===== src/rtl/fifo_sched_pkg.sv =====
package fifo_sched_pkg;
  localparam int DMODE_LO   = 16;
  localparam int CAP_EN_BIT = 25;
  localparam int CAP_SRC_LO = 29;

  function automatic logic fifo_in_use(logic [31:0] disp, logic [31:0] cap, logic dma_armed);
    return (disp[DMODE_LO +: 2] == 2'd3) ||
           (cap[CAP_EN_BIT] && (cap[CAP_SRC_LO +: 2] != 2'd0)) ||
           dma_armed;
  endfunction
endpackage


===== src/rtl/fifo_sched_gate.sv =====
module fifo_sched_gate
  import fifo_sched_pkg::*;
(
  input  logic        clk_i,
  input  logic        rst_ni,
  input  logic        frame_start_i,
  input  logic [31:0] disp_ctrl_i,
  input  logic [31:0] cap_ctrl_i,
  input  logic        dma_armed_i,
  output logic        run_nxt_o,
  output logic        run_q_o
);
  logic run_q;

  // a line start in the frame-start cycle sees the new value
  assign run_nxt_o = frame_start_i ? fifo_in_use(disp_ctrl_i, cap_ctrl_i, dma_armed_i) : run_q;
  assign run_q_o   = run_q;

  always_ff @(posedge clk_i or negedge rst_ni) begin
    if (!rst_ni) run_q <= 1'b0;
    else         run_q <= run_nxt_o;
  end

  a_r2_hold: assert property (@(posedge clk_i) disable iff (!rst_ni)
    !frame_start_i |=> run_q == $past(run_q));
endmodule


===== src/rtl/fifo_sched_timer.sv =====
module fifo_sched_timer #(
  parameter int START_DLY = 32,
  parameter int STEP_CYC  = 48,
  parameter int CHUNK     = 8,
  parameter int LINE_PIX  = 256,
  parameter int LINES     = 192,
  parameter int LNW       = 9,
  localparam int MAXW     = (START_DLY > STEP_CYC) ? START_DLY : STEP_CYC,
  localparam int WAITW    = $clog2(MAXW + 1),
  localparam int XW       = $clog2(LINE_PIX + CHUNK + 1)
) (
  input  logic           clk_i,
  input  logic           rst_ni,
  input  logic           line_start_i,
  input  logic [LNW-1:0] line_num_i,
  input  logic           run_i,
  input  logic           kill_i,
  output logic           step_o,
  output logic [XW-1:0]  x_o
);
  logic             active_q;
  logic [WAITW-1:0] wait_q;
  logic [XW-1:0]    x_q;
  logic             visible;

  assign visible = (int'(line_num_i) < LINES);
  assign step_o  = active_q && (wait_q == '0) && !line_start_i && !kill_i;
  assign x_o     = x_q;

  always_ff @(posedge clk_i or negedge rst_ni) begin
    if (!rst_ni) begin
      active_q <= 1'b0;
      wait_q   <= '0;
      x_q      <= '0;
    end else if (line_start_i) begin
      active_q <= run_i && visible;
      wait_q   <= WAITW'(START_DLY - 1);
      x_q      <= '0;
    end else if (kill_i) begin
      active_q <= 1'b0;
    end else if (step_o) begin
      x_q      <= x_q + XW'(CHUNK);
      wait_q   <= WAITW'(STEP_CYC - 1);
      if (x_q == XW'(LINE_PIX)) active_q <= 1'b0;
    end else if (active_q) begin
      wait_q   <= wait_q - 1'b1;
    end
  end

  a_r4_x_bound: assert property (@(posedge clk_i) disable iff (!rst_ni)
    active_q |-> x_q <= XW'(LINE_PIX));
  a_r4_wait_bound: assert property (@(posedge clk_i) disable iff (!rst_ni)
    active_q |-> wait_q < WAITW'(MAXW));
  a_r3_step_needs_active: assert property (@(posedge clk_i) disable iff (!rst_ni)
    step_o |-> !$past(line_start_i) || $past(active_q) || START_DLY == 1);
endmodule


===== src/rtl/fifo_sched_popgen.sv =====
module fifo_sched_popgen #(
  parameter int CHUNK    = 8,
  parameter int PRE_PIX  = 3,
  parameter int LINE_PIX = 256,
  localparam int XW      = $clog2(LINE_PIX + CHUNK + 1),
  localparam int OFFW    = $clog2(LINE_PIX),
  localparam int CNTW    = $clog2(CHUNK + 1)
) (
  input  logic            clk_i,
  input  logic            rst_ni,
  input  logic            step_i,
  input  logic [XW-1:0]   x_i,
  input  logic            abort_i,
  output logic            pop_o,
  output logic [OFFW-1:0] pop_off_o,
  output logic [CNTW-1:0] pop_cnt_o,
  output logic            dma_req_o
);
  logic            tail_q;
  logic [XW-1:0]   back;
  logic [OFFW-1:0] off_c;
  logic [CNTW-1:0] cnt_c;

  assign back = x_i - XW'(CHUNK + PRE_PIX);

  always_comb begin
    if (x_i == XW'(CHUNK)) begin
      off_c = '0;
      cnt_c = CNTW'(CHUNK - PRE_PIX);
    end else if (x_i == '0) begin
      off_c = '0;
      cnt_c = '0;
    end else begin
      off_c = back[OFFW-1:0];
      cnt_c = CNTW'(CHUNK);
    end
  end

  always_ff @(posedge clk_i or negedge rst_ni) begin
    if (!rst_ni) begin
      pop_o     <= 1'b0;
      pop_off_o <= '0;
      pop_cnt_o <= '0;
      dma_req_o <= 1'b0;
      tail_q    <= 1'b0;
    end else begin
      pop_o     <= 1'b0;
      pop_off_o <= '0;
      pop_cnt_o <= '0;
      dma_req_o <= 1'b0;
      tail_q    <= 1'b0;
      if (abort_i) begin
        // pending tail dropped
      end else if (step_i) begin
        pop_o     <= (x_i != '0);
        pop_off_o <= off_c;
        pop_cnt_o <= cnt_c;
        dma_req_o <= (x_i < XW'(LINE_PIX));
        tail_q    <= (x_i == XW'(LINE_PIX));
      end else if (tail_q) begin
        pop_o     <= 1'b1;
        pop_off_o <= OFFW'(LINE_PIX - PRE_PIX);
        pop_cnt_o <= CNTW'(PRE_PIX);
      end
    end
  end

  a_r11_dma_pulse: assert property (@(posedge clk_i) disable iff (!rst_ni)
    dma_req_o |=> !dma_req_o);
  a_r8_tail_after_full: assert property (@(posedge clk_i) disable iff (!rst_ni)
    tail_q |-> pop_o && pop_cnt_o == CNTW'(CHUNK));
  a_r5_no_dma_last: assert property (@(posedge clk_i) disable iff (!rst_ni)
    tail_q |-> !dma_req_o);
  a_r7_pop_fits: assert property (@(posedge clk_i) disable iff (!rst_ni)
    pop_o |-> (int'(pop_off_o) + int'(pop_cnt_o)) <= LINE_PIX);
endmodule


===== src/rtl/fifo_sample_sched.sv =====
module fifo_sample_sched #(
  parameter int START_DLY = 32,
  parameter int STEP_CYC  = 48,
  parameter int CHUNK     = 8,
  parameter int PRE_PIX   = 3,
  parameter int LINE_PIX  = 256,
  parameter int LINES     = 192,
  parameter int LNW       = 9,
  localparam int XW       = $clog2(LINE_PIX + CHUNK + 1),
  localparam int OFFW     = $clog2(LINE_PIX),
  localparam int CNTW     = $clog2(CHUNK + 1)
) (
  input  logic            clk_i,
  input  logic            rst_ni,
  input  logic            frame_start_i,
  input  logic [31:0]     disp_ctrl_i,
  input  logic [31:0]     cap_ctrl_i,
  input  logic            dma_armed_i,
  input  logic            line_start_i,
  input  logic [LNW-1:0]  line_num_i,
  output logic            pop_o,
  output logic [OFFW-1:0] pop_off_o,
  output logic [CNTW-1:0] pop_cnt_o,
  output logic            dma_req_o
);
  logic          run_nxt, run_q;
  logic          step;
  logic [XW-1:0] x;

  fifo_sched_gate u_gate (
    .clk_i, .rst_ni, .frame_start_i, .disp_ctrl_i, .cap_ctrl_i, .dma_armed_i,
    .run_nxt_o (run_nxt),
    .run_q_o   (run_q)
  );

  fifo_sched_timer #(
    .START_DLY(START_DLY), .STEP_CYC(STEP_CYC), .CHUNK(CHUNK),
    .LINE_PIX(LINE_PIX), .LINES(LINES), .LNW(LNW)
  ) u_timer (
    .clk_i, .rst_ni, .line_start_i, .line_num_i,
    .run_i  (run_nxt),
    .kill_i (frame_start_i),
    .step_o (step),
    .x_o    (x)
  );

  fifo_sched_popgen #(
    .CHUNK(CHUNK), .PRE_PIX(PRE_PIX), .LINE_PIX(LINE_PIX)
  ) u_popgen (
    .clk_i, .rst_ni,
    .step_i  (step),
    .x_i     (x),
    .abort_i (line_start_i || frame_start_i),
    .pop_o, .pop_off_o, .pop_cnt_o, .dma_req_o
  );

  a_r9_idle_frame: assert property (@(posedge clk_i) disable iff (!rst_ni)
    (!run_q && !$past(run_q)) |-> !pop_o && !dma_req_o);
endmodule


===== config.mk =====
export PLATFORM = sky130hd
export DESIGN_NAME = fifo_sample_sched
export DESIGN_NICKNAME = d
export VERILOG_FILES = /design/src/rtl/fifo_sched_pkg.sv /design/src/rtl/fifo_sched_gate.sv /design/src/rtl/fifo_sched_timer.sv /design/src/rtl/fifo_sched_popgen.sv /design/src/rtl/fifo_sample_sched.sv
export SDC_FILE = /design/constraint.sdc
export NUM_CORES = 1
export LEC_CHECK = 0
export ABC_AREA = 1
export ABC_CLOCK_PERIOD_IN_PS = 2500
export BUFFER_PORTS_ARGS = -buffer_cell sky130_fd_sc_hd__buf_2
export CAP_MARGIN = 20
export CORE_UTILIZATION = 44
export DETAILED_ROUTE_END_ITERATION = 10
export PLACE_DENSITY = 0.85
export SETUP_SLACK_MARGIN = 0.02
export SYNTH_ARGS = -nofsm -noshare
export SYNTH_HDL_FRONTEND = slang
export SYNTH_SLANG_ARGS = --single-unit

===== constraint.sdc =====
create_clock -name clk_i -period 2.5 [get_ports clk_i]
set_input_delay 0.125 -clock clk_i [delete_from_list [all_inputs] [get_ports clk_i]]
set_output_delay 0.125 -clock clk_i [all_outputs]
set_load 0.01 [all_outputs]

==> impl_metrics.py, run 1 <==
metrics = {
    "outcome": {
        "status": "finished, violations left",
        "violations": "DRC",
    },
    "die": {
        "die_h_um": 56.7,
        "coreArea_mm2": 0.00281,
        "start_util_pct": 47.0,
        "rows": 19,
        "dieWidth_um": 56.7,
        "ios": 92,
        "die_area_mm2": 0.00322,
    },
    "setup_path": {
        "reg2reg_to": "u_timer.x_o[6]",
        "worstReg2RegStart": "u_timer.wait_q[0]",
        "worstPathRequired_ns": 2.73,
        "rr_worst_depth": 9,
        "critPathKind": "register to register",
        "cp_max_fo": 11,
        "critPathCaptureType": "register",
        "reg2reg_slack_ns": 0.64,
        "critPathLaunchType": "register",
        "worstPathArrival_ns": 2.08,
    },
    "min_path": {
        "hold_depth": 4,
        "hp-class": "input port to register",
        "holdPathEnd": "u_timer.active_q",
        "hold_start": "line_num_i[8]",
    },
    "yosys": {
        "yosysUniqueCellTypes": 24,
        "ys_async_sr_fraction_pct": 100,
        "synth_edf_count": 0,
        "ys.flop_type": "dfrtp_1",
        "synth_area_mm2": 0.00132,
        "synthTopCellsByArea": "dfrtp_1, nand2_1, inv_1",
        "syn_nets": 235,
        "synth_area_leader_cell": "dfrtp_1",
        "yosysWarnings": 0,
        "yosysTopAreaCellShare_pct": 51.2,
        "yosysSeqAreaShare_pct": 51.2,
        "ys_seq_elements": 27,
        "syn_inst": 154,
        "syn_avg_cell_area_um2": 8.56,
    },
    "clocking": {
        "htreeDepth": 1,
        "cts_tree": "built",
        "cts_buffers": 3,
        "cts.sinks": 27,
        "cts_root_buffer": "clkbuf_4",
        "clk_latency_ns": 0.32,
        "cts_hold_buffers": 1,
        "clockBufferDepth": 2,
        "ctsResizeCount": 0,
        "postCtsSetupRepairBufs": 0,
        "clk_pin_slew_worst_paths_ns": 0.14,
    },
    "pwr": {
        "power.density_mw_per_mm2": 451,
        "ir_drop_mv": 0.187,
        "cellLeakagePower_uw": 0.000881,
    },
    "routing": {
        "drtPass1Iterations": 7,
        "num_vias": 1081,
        "drtIter0Drc": 38,
        "wl_um": 2290,
        "ant_nets": 0,
        "route.detailed.vias_per_inst": 5.10,
        "drc": 8,
        "routedWlPerCell_um": 10.8,
    },
    "global_routing": {
        "use_met1_pct": 20.2,
        "grt_overflow": 0,
        "grt_max_degree": 28,
        "grtUsageTotal_pct": 15.8,
        "grt_use_met2_pct": 24.8,
        "use_met3_pct": 2.76,
        "busiest_layer": "met2",
        "grt_pass1_vias": 926,
        "grt_pass1_wl_um": 3840,
        "antenna_found_initial": 0,
    },
    "sta": {
        "finalHoldViolCount": 0,
        "fmax_ghz": 0.539,
        "max_slew_margin_pct": 61.5,
        "worst_hold_slack_ns": 0.0549,
        "fin_crit_ns": 1.86,
        "setup_violations": 0,
        "fin_skew_ns": 0.00709,
        "max_slew.worst_pin.slew_ns": 0.577,
        "period_share_pct": 74.2,
        "drv_slew": 0,
        "setup_tns_ns": 0,
        "rsz0062_at_grt": "no",
    },
    "cells_and_area": {
        "fin_nets": 263,
        "drive_gt1_share_pct": 22.1,
        "layout_common_cells": "nand2_1, dfrtp_1, buf_2, inv_1, nand3_1",
        "diodes": 0,
        "mostFrequentLayoutCell": "nand2_1",
        "syn_to_final_growth_pct": 13.6,
    },
    "place": {
        "place_congestion": 0.851,
        "port_buffers": 25,
        "dp_hpwl_um": 1680,
    },
    "job": {
        "max_cap_violations": 0,
    },
}
## flip-flops by register name, summed over array words and instances (netlist names), 4 cells and up
register            count
u_timer.wait_q          6
u_popgen.pop_cnt_o      4
u_timer.x_o             6
u_popgen.pop_off_o      6
## worst max-delay path, cell delays in order, from the launching register on
cell and delay, ns:
dfrtp_1 0.43, inv_1 0.09, ha_1 0.17, inv_1 0.08, nor2_4 0.12, nand3_1 0.09, nor2_2 0.40, nor2_1 0.22
nand2_1 0.10, nand2_1 0.06
## stage by stage
stage | cells | worst slack, ns | utilization (%) | power [uW] | cell area, um2
floorplan | 154 | 1.08 | - | 478 | 1320
global placement | 207 | 0.704 | 52.1 | 500 | 1460
detailed placement | 207 | 0.675 | 52.1 | 501 | 1460
CTS | 212 | 0.651 | 53.4 | 683 | 1500
global route | 212 | 0.465 | 53.4 | 708 | 1500
finish | 212 | 0.644 | 53.4 | 675 | 1500
## kinds of logic (layout without fill, tap and decap cells)
family | after synthesis | count (layout) | share of synthesized area [%]
buf+inv | 24 | 51 | 7.69
other cells | 1 | 1 | 0.284
simple gates | 79 | 79 | 29.1
compound gates | 18 | 18 | 7.50
xor+xnor | 2 | 2 | 1.33
fa+ha+maj | 3 | 3 | 2.85
flops | 27 | 27 | 51.2
## synthesized netlist by cell type, types with 2 or more instances
| master | count |
|---|---|
| nor2_2 | 4 |
| ha_1 | 3 |
| o21ai_0 | 6 |
| buf_4 | 3 |
| dfrtp_1 | 27 |
| nand2_1 | 36 |
| nand3_2 | 2 |
| o21ai_1 | 6 |
| or2_2 | 2 |
| nand3_1 | 12 |
| a21oi_1 | 3 |
| xor2_1 | 2 |
| nand4_1 | 9 |
| nor2_1 | 9 |
| inv_1 | 21 |
## layout make-up
cell class | count | area [um2]
multi-input combinational | 103 | 542
fill | 270 | 1310
inverter | 21 | 78.8
tap | 31 | 38.8
timing repair buffer | 26 | 135
sequential | 27 | 676
clock buffer | 3 | 22.5
clock inverter | 1 | 5.00
## worst max path at each step
stage | from | endpoint | cells after the start
after global routing | u_timer.wait_q[0] | u_timer.x_o[6] | 9
final | u_timer.wait_q[0] | u_timer.x_o[6] | 9
after global placement | u_timer.wait_q[0] | u_timer.x_o[5] | 9
after floorplan | u_timer.wait_q[0] | u_timer.active_q | 10
after CTS | u_timer.wait_q[0] | u_timer.x_o[6] | 9
after detailed placement | u_timer.wait_q[0] | u_timer.x_o[6] | 9
## per-layer routing
metal / up-vias / part of all wire, % / wire (um)
li1: 550 / - / -
met4: 0 / 2.7 / 61
met3: 4 / 5.0 / 114
met5: - / 0 / 0
met2: 49 / 46 / 1060
met1: 478 / 46 / 1050
## power by group
group	switching [uW]	internal [uW]
Sequential	4.64	443
Clock	122	60.0
Combinational	29.0	16.7
Note: power is estimated with default switching activity, not from simulation.
==> run 2, diff against run 1 <==
ABC_CLOCK_PERIOD_IN_PS = 1500   (was 2500)
CORE_UTILIZATION = 37   (was 44)
PLACE_DENSITY = 0.76   (was 0.85)
clock period = 1.5 ns   (was 2.5 ns; I/O delays follow)
==> impl_metrics.py, run 2 (synthesis results as in run 1) <==
metrics = {
    "cells_and_area": {
        "diodes": 0,
        "fin_cells": 240,
        "syn_to_final_growth_pct": 26.3,
        "fillers": 322,
        "layout_common_cells": "nand2_1, dfrtp_1, buf_2, inv_1, nand3_1",
        "fin_nets": 276,
        "drive_gt1_share_pct": 31.4,
        "mostFrequentLayoutCell": "nand2_1",
    },
    "global_routing": {
        "antenna_found_initial": 0,
        "grtUsageTotal_pct": 14.0,
        "grt_overflow": 0,
        "grt_pass1_wl_um": 4030,
        "grt_max_degree": 28,
        "grt_pass1_vias": 938,
    },
    "clocking": {
        "clk_pin_slew_worst_paths_ns": 0.14,
        "clockBufferDepth": 2,
        "cts_tree": "built",
        "cts_buffers": 3,
        "cts.sinks": 27,
        "htreeDepth": 1,
        "clk_latency_ns": 0.32,
        "cts_root_buffer": "clkbuf_4",
    },
    "setup_path": {
        "reg2reg_slack_ns": 0.08,
        "worstPathArrival_ns": 1.68,
        "critPathLaunchType": "register",
        "critPathCaptureType": "register",
        "rr_worst_depth": 9,
        "reg2reg_to": "u_popgen.pop_off_o[6]",
        "worstPathRequired_ns": 1.76,
        "critPathKind": "register to register",
        "cp_max_fo": 7,
        "worstReg2RegStart": "u_timer.wait_q[1]",
    },
    "die": {
        "start_util_pct": 39.2,
        "coreArea_mm2": 0.00336,
        "die_area_mm2": 0.00381,
        "dieWidth_um": 61.7,
        "die_h_um": 61.7,
        "rows": 21,
        "ios": 92,
    },
    "sta": {
        "setup_violations": 0,
        "finalHoldViolCount": 0,
        "fin_skew_ns": 0.00280,
        "rsz0062_at_grt": "yes",
        "timing.final.ws_setup_ns": 0.0817,
        "fmax_ghz": 0.705,
        "fin_crit_ns": 1.42,
        "max_slew_margin_pct": 61.4,
        "setup_tns_ns": 0,
        "max_slew.worst_pin.slew_ns": 0.579,
        "period_share_pct": 94.6,
        "drv_slew": 0,
    },
    "pwr": {
        "cellLeakagePower_uw": 0.000926,
        "power.density_mw_per_mm2": 698,
        "ir_drop_mv": 0.311,
    },
    "routing": {
        "drtIter0Drc": 56,
        "drtPass1Iterations": 5,
        "wl_um": 2450,
        "route.detailed.vias_per_inst": 4.75,
        "routedWlPerCell_um": 10.2,
        "ant_nets": 0,
        "drc": 0,
        "num_vias": 1140,
    },
    "min_path": {
        "hold_depth": 4,
        "holdPathEnd": "u_timer.active_q",
        "hold_start": "line_num_i[7]",
        "hp-class": "input port to register",
    },
    "place": {
        "dp_hpwl_um": 1750,
        "dpl.cell_count": 230,
        "place_congestion": 0.920,
        "dpl_worst_slack_ns": 0.000631,
        "port_buffers": 25,
    },
    "outcome": {
        "status": "finished, final reports clean",
    },
    "job": {
        "max_cap_violations": 0,
    },
}
==> run 2: cell count changes in the layout (fill, tap and decap cells not counted), sizes merged <==
| cell | change |
|---|---|
| buf | +12 |
| clkinvlp | +1 |
| clkinv | -1 |
| dlygate4sd3 | +1 |
==> run 2: layout make-up <==
| cell class | count | area (um2) | share of cell area [%] |
|---|---|---|---|
| Multi-Input combinational cell | 103 | 587 | 35.2 |
| Inverter | 21 | 78.8 | 4.73 |
| Timing Repair Buffer | 39 | 236 | 14.2 |
| Clock buffer | 3 | 22.5 | 1.35 |
| Sequential cell | 27 | 676 | 40.6 |
| Clock inverter | 1 | 7.51 | 0.451 |
| Tap cell | 46 | 57.6 | 3.46 |
==> run 2: metrics by stage <==
| step | util [%] | power, uW | hold WS, ns | cell area [um2] |
|---|---|---|---|---|
| detailed placement | 45.8 | 845 | 0.107 | 1540 |
| global placement | 45.8 | 843 | 0.104 | 1540 |
| finish | 49.5 | 1160 | 0.0210 | 1670 |
| global route | 49.5 | 1210 | 0.0239 | 1670 |
| floorplan | - | 796 | -0.221 | 1320 |
| CTS | 48.5 | 1170 | 0.0159 | 1630 |
==> run 2: how the worst max path moves through the flow <==
stage	slack, ns	cells after the start	start	endpoint
after floorplan	0.08	10	u_timer.wait_q[0]	u_timer.active_q
after global placement	0.02	9	u_timer.wait_q[0]	u_popgen.pop_off_o[4]
after detailed placement	0.0006	9	u_timer.wait_q[0]	u_popgen.pop_off_o[5]
after CTS	0.04	9	u_timer.wait_q[0]	u_popgen.pop_off_o[5]
after global routing	0.004	9	u_timer.wait_q[1]	u_popgen.pop_off_o[6]
final	0.08	9	u_timer.wait_q[1]	u_popgen.pop_off_o[6]
==> run 2: where the power goes <==
group          internal [uW]  switching [uW]
sequential               738            7.04
combinational           43.9            56.9
clock                    102             214
==> run 2: repair_timing <==
action	CTS	global route
endpoints found under the setup margin	11	18
pin swaps	2	4
gates resized for setup	8	5
gates cloned	1	0
buffers inserted	2	2
hold endpoints to repair	28	0
hold buffers	2	0
==> run 2: per-layer routing <==
layer	up-vias	routed length [um]	track usage (%)	share of wire, %
met5	-	0	0	0
met4	0	31	3.49	1.3
met3	6	129	1.24	5.3
met2	54	1120	22.1	46
met1	501	1170	20.9	48
li1	579	-	-	-
==> run 2: worst max-delay path, cell delays in order, from the launching register on <==
cell	delay (ns)
dfrtp_1	0.42
inv_2	0.07
ha_4	0.13
inv_2	0.04
nor2_4	0.10
nand3_2	0.10
nor2_4	0.15
buf_6	0.15
nand2_8	0.07
o21ai_2	0.13
==> run 3, diff against run 2 <==
CELL_PAD_IN_SITES_DETAIL_PLACEMENT = 0   (was not set)
CELL_PAD_IN_SITES_GLOBAL_PLACEMENT = 1   (was not set)
CORE_UTILIZATION = 25   (was 37)
PLACE_DENSITY = not set   (was 0.76)
PLACE_DENSITY_LB_ADDON = 0.1   (was not set)
==> impl_metrics.py, run 3 (synthesis results as in run 1) <==
metrics = {
    "cells_and_area": {
        "fin_nets": 279,
        "layout_common_cells": "nand2_1, dfrtp_1, buf_2, inv_1, buf_4",
        "mostFrequentLayoutCell": "nand2_1",
        "fin_cells": 267,
        "syn_to_final_growth_pct": 32.2,
        "fin_area_mm2": 0.00174,
        "drive_gt1_share_pct": 32.0,
        "diodes": 0,
    },
    "setup_path": {
        "worstPathRequired_ns": 1.71,
        "rr_worst_depth": 9,
        "worstReg2RegStart": "u_timer.wait_q[0]",
        "reg2reg_to": "u_popgen.pop_off_o[6]",
        "reg2reg_slack_ns": 0.07,
        "critPathLaunchType": "register",
        "critPathKind": "register to register",
        "endpoint": "u_popgen.pop_off_o[6]",
        "startpoint": "u_timer.wait_q[0]",
        "cp_max_fo": 7,
        "worstPathArrival_ns": 1.63,
        "critPathCaptureType": "register",
    },
    "die": {
        "rows": 26,
        "ios": 92,
        "die_area_mm2": 0.00557,
        "coreArea_mm2": 0.00511,
        "start_util_pct": 25.8,
        "die_h_um": 74.6,
        "dieWidth_um": 74.6,
    },
    "place": {
        "dpl.cell_count": 258,
        "dp_hpwl_um": 2360,
        "place_area_mm2": 0.00160,
        "place_congestion": 0.766,
        "port_buffers": 25,
        "dpl_worst_slack_ns": -0.0964,
    },
    "clocking": {
        "cts.sinks": 27,
        "htreeDepth": 1,
        "clk_pin_slew_worst_paths_ns": 0.10,
        "clk_latency_ns": 0.28,
        "cts_root_buffer": "clkbuf_8",
        "cts_tree": "built",
        "cts_buffers": 3,
        "clockBufferDepth": 2,
    },
    "sta": {
        "fin_skew_ns": 0.00607,
        "max_slew_margin_pct": 58.7,
        "fmax_ghz": 0.702,
        "setup_tns_ns": 0,
        "rsz0062_at_grt": "yes",
        "timing.final.ws_setup_ns": 0.0749,
        "fin_crit_ns": 1.43,
        "setup_violations": 0,
        "max_slew.worst_pin.slew_ns": 0.619,
        "drv_slew": 0,
        "period_share_pct": 95.0,
        "finalHoldViolCount": 0,
    },
    "global_routing": {
        "grt_max_degree": 28,
        "grt_pass1_wl_um": 5280,
        "grt_overflow": 0,
        "antenna_found_initial": 0,
        "grt_pass1_vias": 1066,
        "grtUsageTotal_pct": 12.6,
    },
    "min_path": {
        "hp-class": "input port to register",
    },
    "routing": {
        "route.detailed.vias_per_inst": 4.16,
        "drc": 0,
        "ant_nets": 0,
        "routedWlPerCell_um": 11.7,
        "drtIter0Drc": 44,
        "wl_um": 3140,
        "drtPass1Iterations": 4,
        "num_vias": 1112,
    },
    "pwr": {
        "power.density_mw_per_mm2": 736,
        "total_power_uw": 1280,
        "ir_drop_mv": 0.296,
        "cellLeakagePower_uw": 0.000966,
    },
    "job": {
        "max_cap_violations": 0,
    },
    "outcome": {
        "status": "finished, final reports clean",
    },
}
run 3: final cells by class:
type                    instances  area, um2
clock buffers                   3       41.3
clock inverters                 1       7.51
fillers                       555       3360
inverters                      21       81.3
multi-input cells             103        587
flip-flops and latches         27        676
well taps                      70       87.6
repair buffers                 42        263
run 3: routing by layer:
| layer | GRT usage (%) | part of all wire (%) |
|---|---|---|
| met1 | 18.2 | 50 |
| met2 | 19.3 | 47 |
| met3 | 2.28 | 2.5 |
| met4 | 3.77 | 0.57 |
| met5 | 0 | 0 |
run 3: metrics by stage:
step	hold slack (ns)	utilization, %
2_1_floorplan	-0.221	-
3_3_place_gp	0.127	31.3
6_report	0.0646	34.1
3_5_place_dp	0.142	31.3
4_1_cts	0.0544	33.5
5_1_grt	0.0707	34.1
run 3: worst min path at each step:
stage / slack [ns] / start / end / cells past startpoint
after floorplan: -0.22 / rst_ni / u_gate.run_q_o / 0
after global placement: 0.13 / rst_ni / u_timer.wait_q[3] / 1
after detailed placement: 0.14 / rst_ni / u_timer.wait_q[3] / 1
after CTS: 0.05 / line_num_i[8] / u_timer.active_q / 4
after global routing: 0.07 / line_num_i[8] / u_timer.active_q / 4
final: 0.06 / line_num_i[8] / u_timer.active_q / 4
run 3: timing repair:
item,in CTS,in global routing
setup buffers,3,1
hold buffers,1,0
endpoints found under the setup margin,16,20
resized for setup,8,8
hold endpoints to repair,27,0
gates cloned,0,0
pin swaps,2,4
run 3: power by group:
part | internal, uW | leakage (uW) | switching, uW
logic | 43.3 | 0.000595 | 59.5
clock network | 189 | 0.0000217 | 246
registers | 738 | 0.000350 | 6.75
total | 970 | 0.000966 | 312
run 3: worst max-delay path, stage by stage (launching register included):
cell,delay [ns]
dfrtp_1,0.41
inv_2,0.08
ha_4,0.14
inv_4,0.04
nor2_4,0.10
nand3_2,0.09
nor2_4,0.12
buf_4,0.15
nand2_4,0.08
o21ai_2,0.14
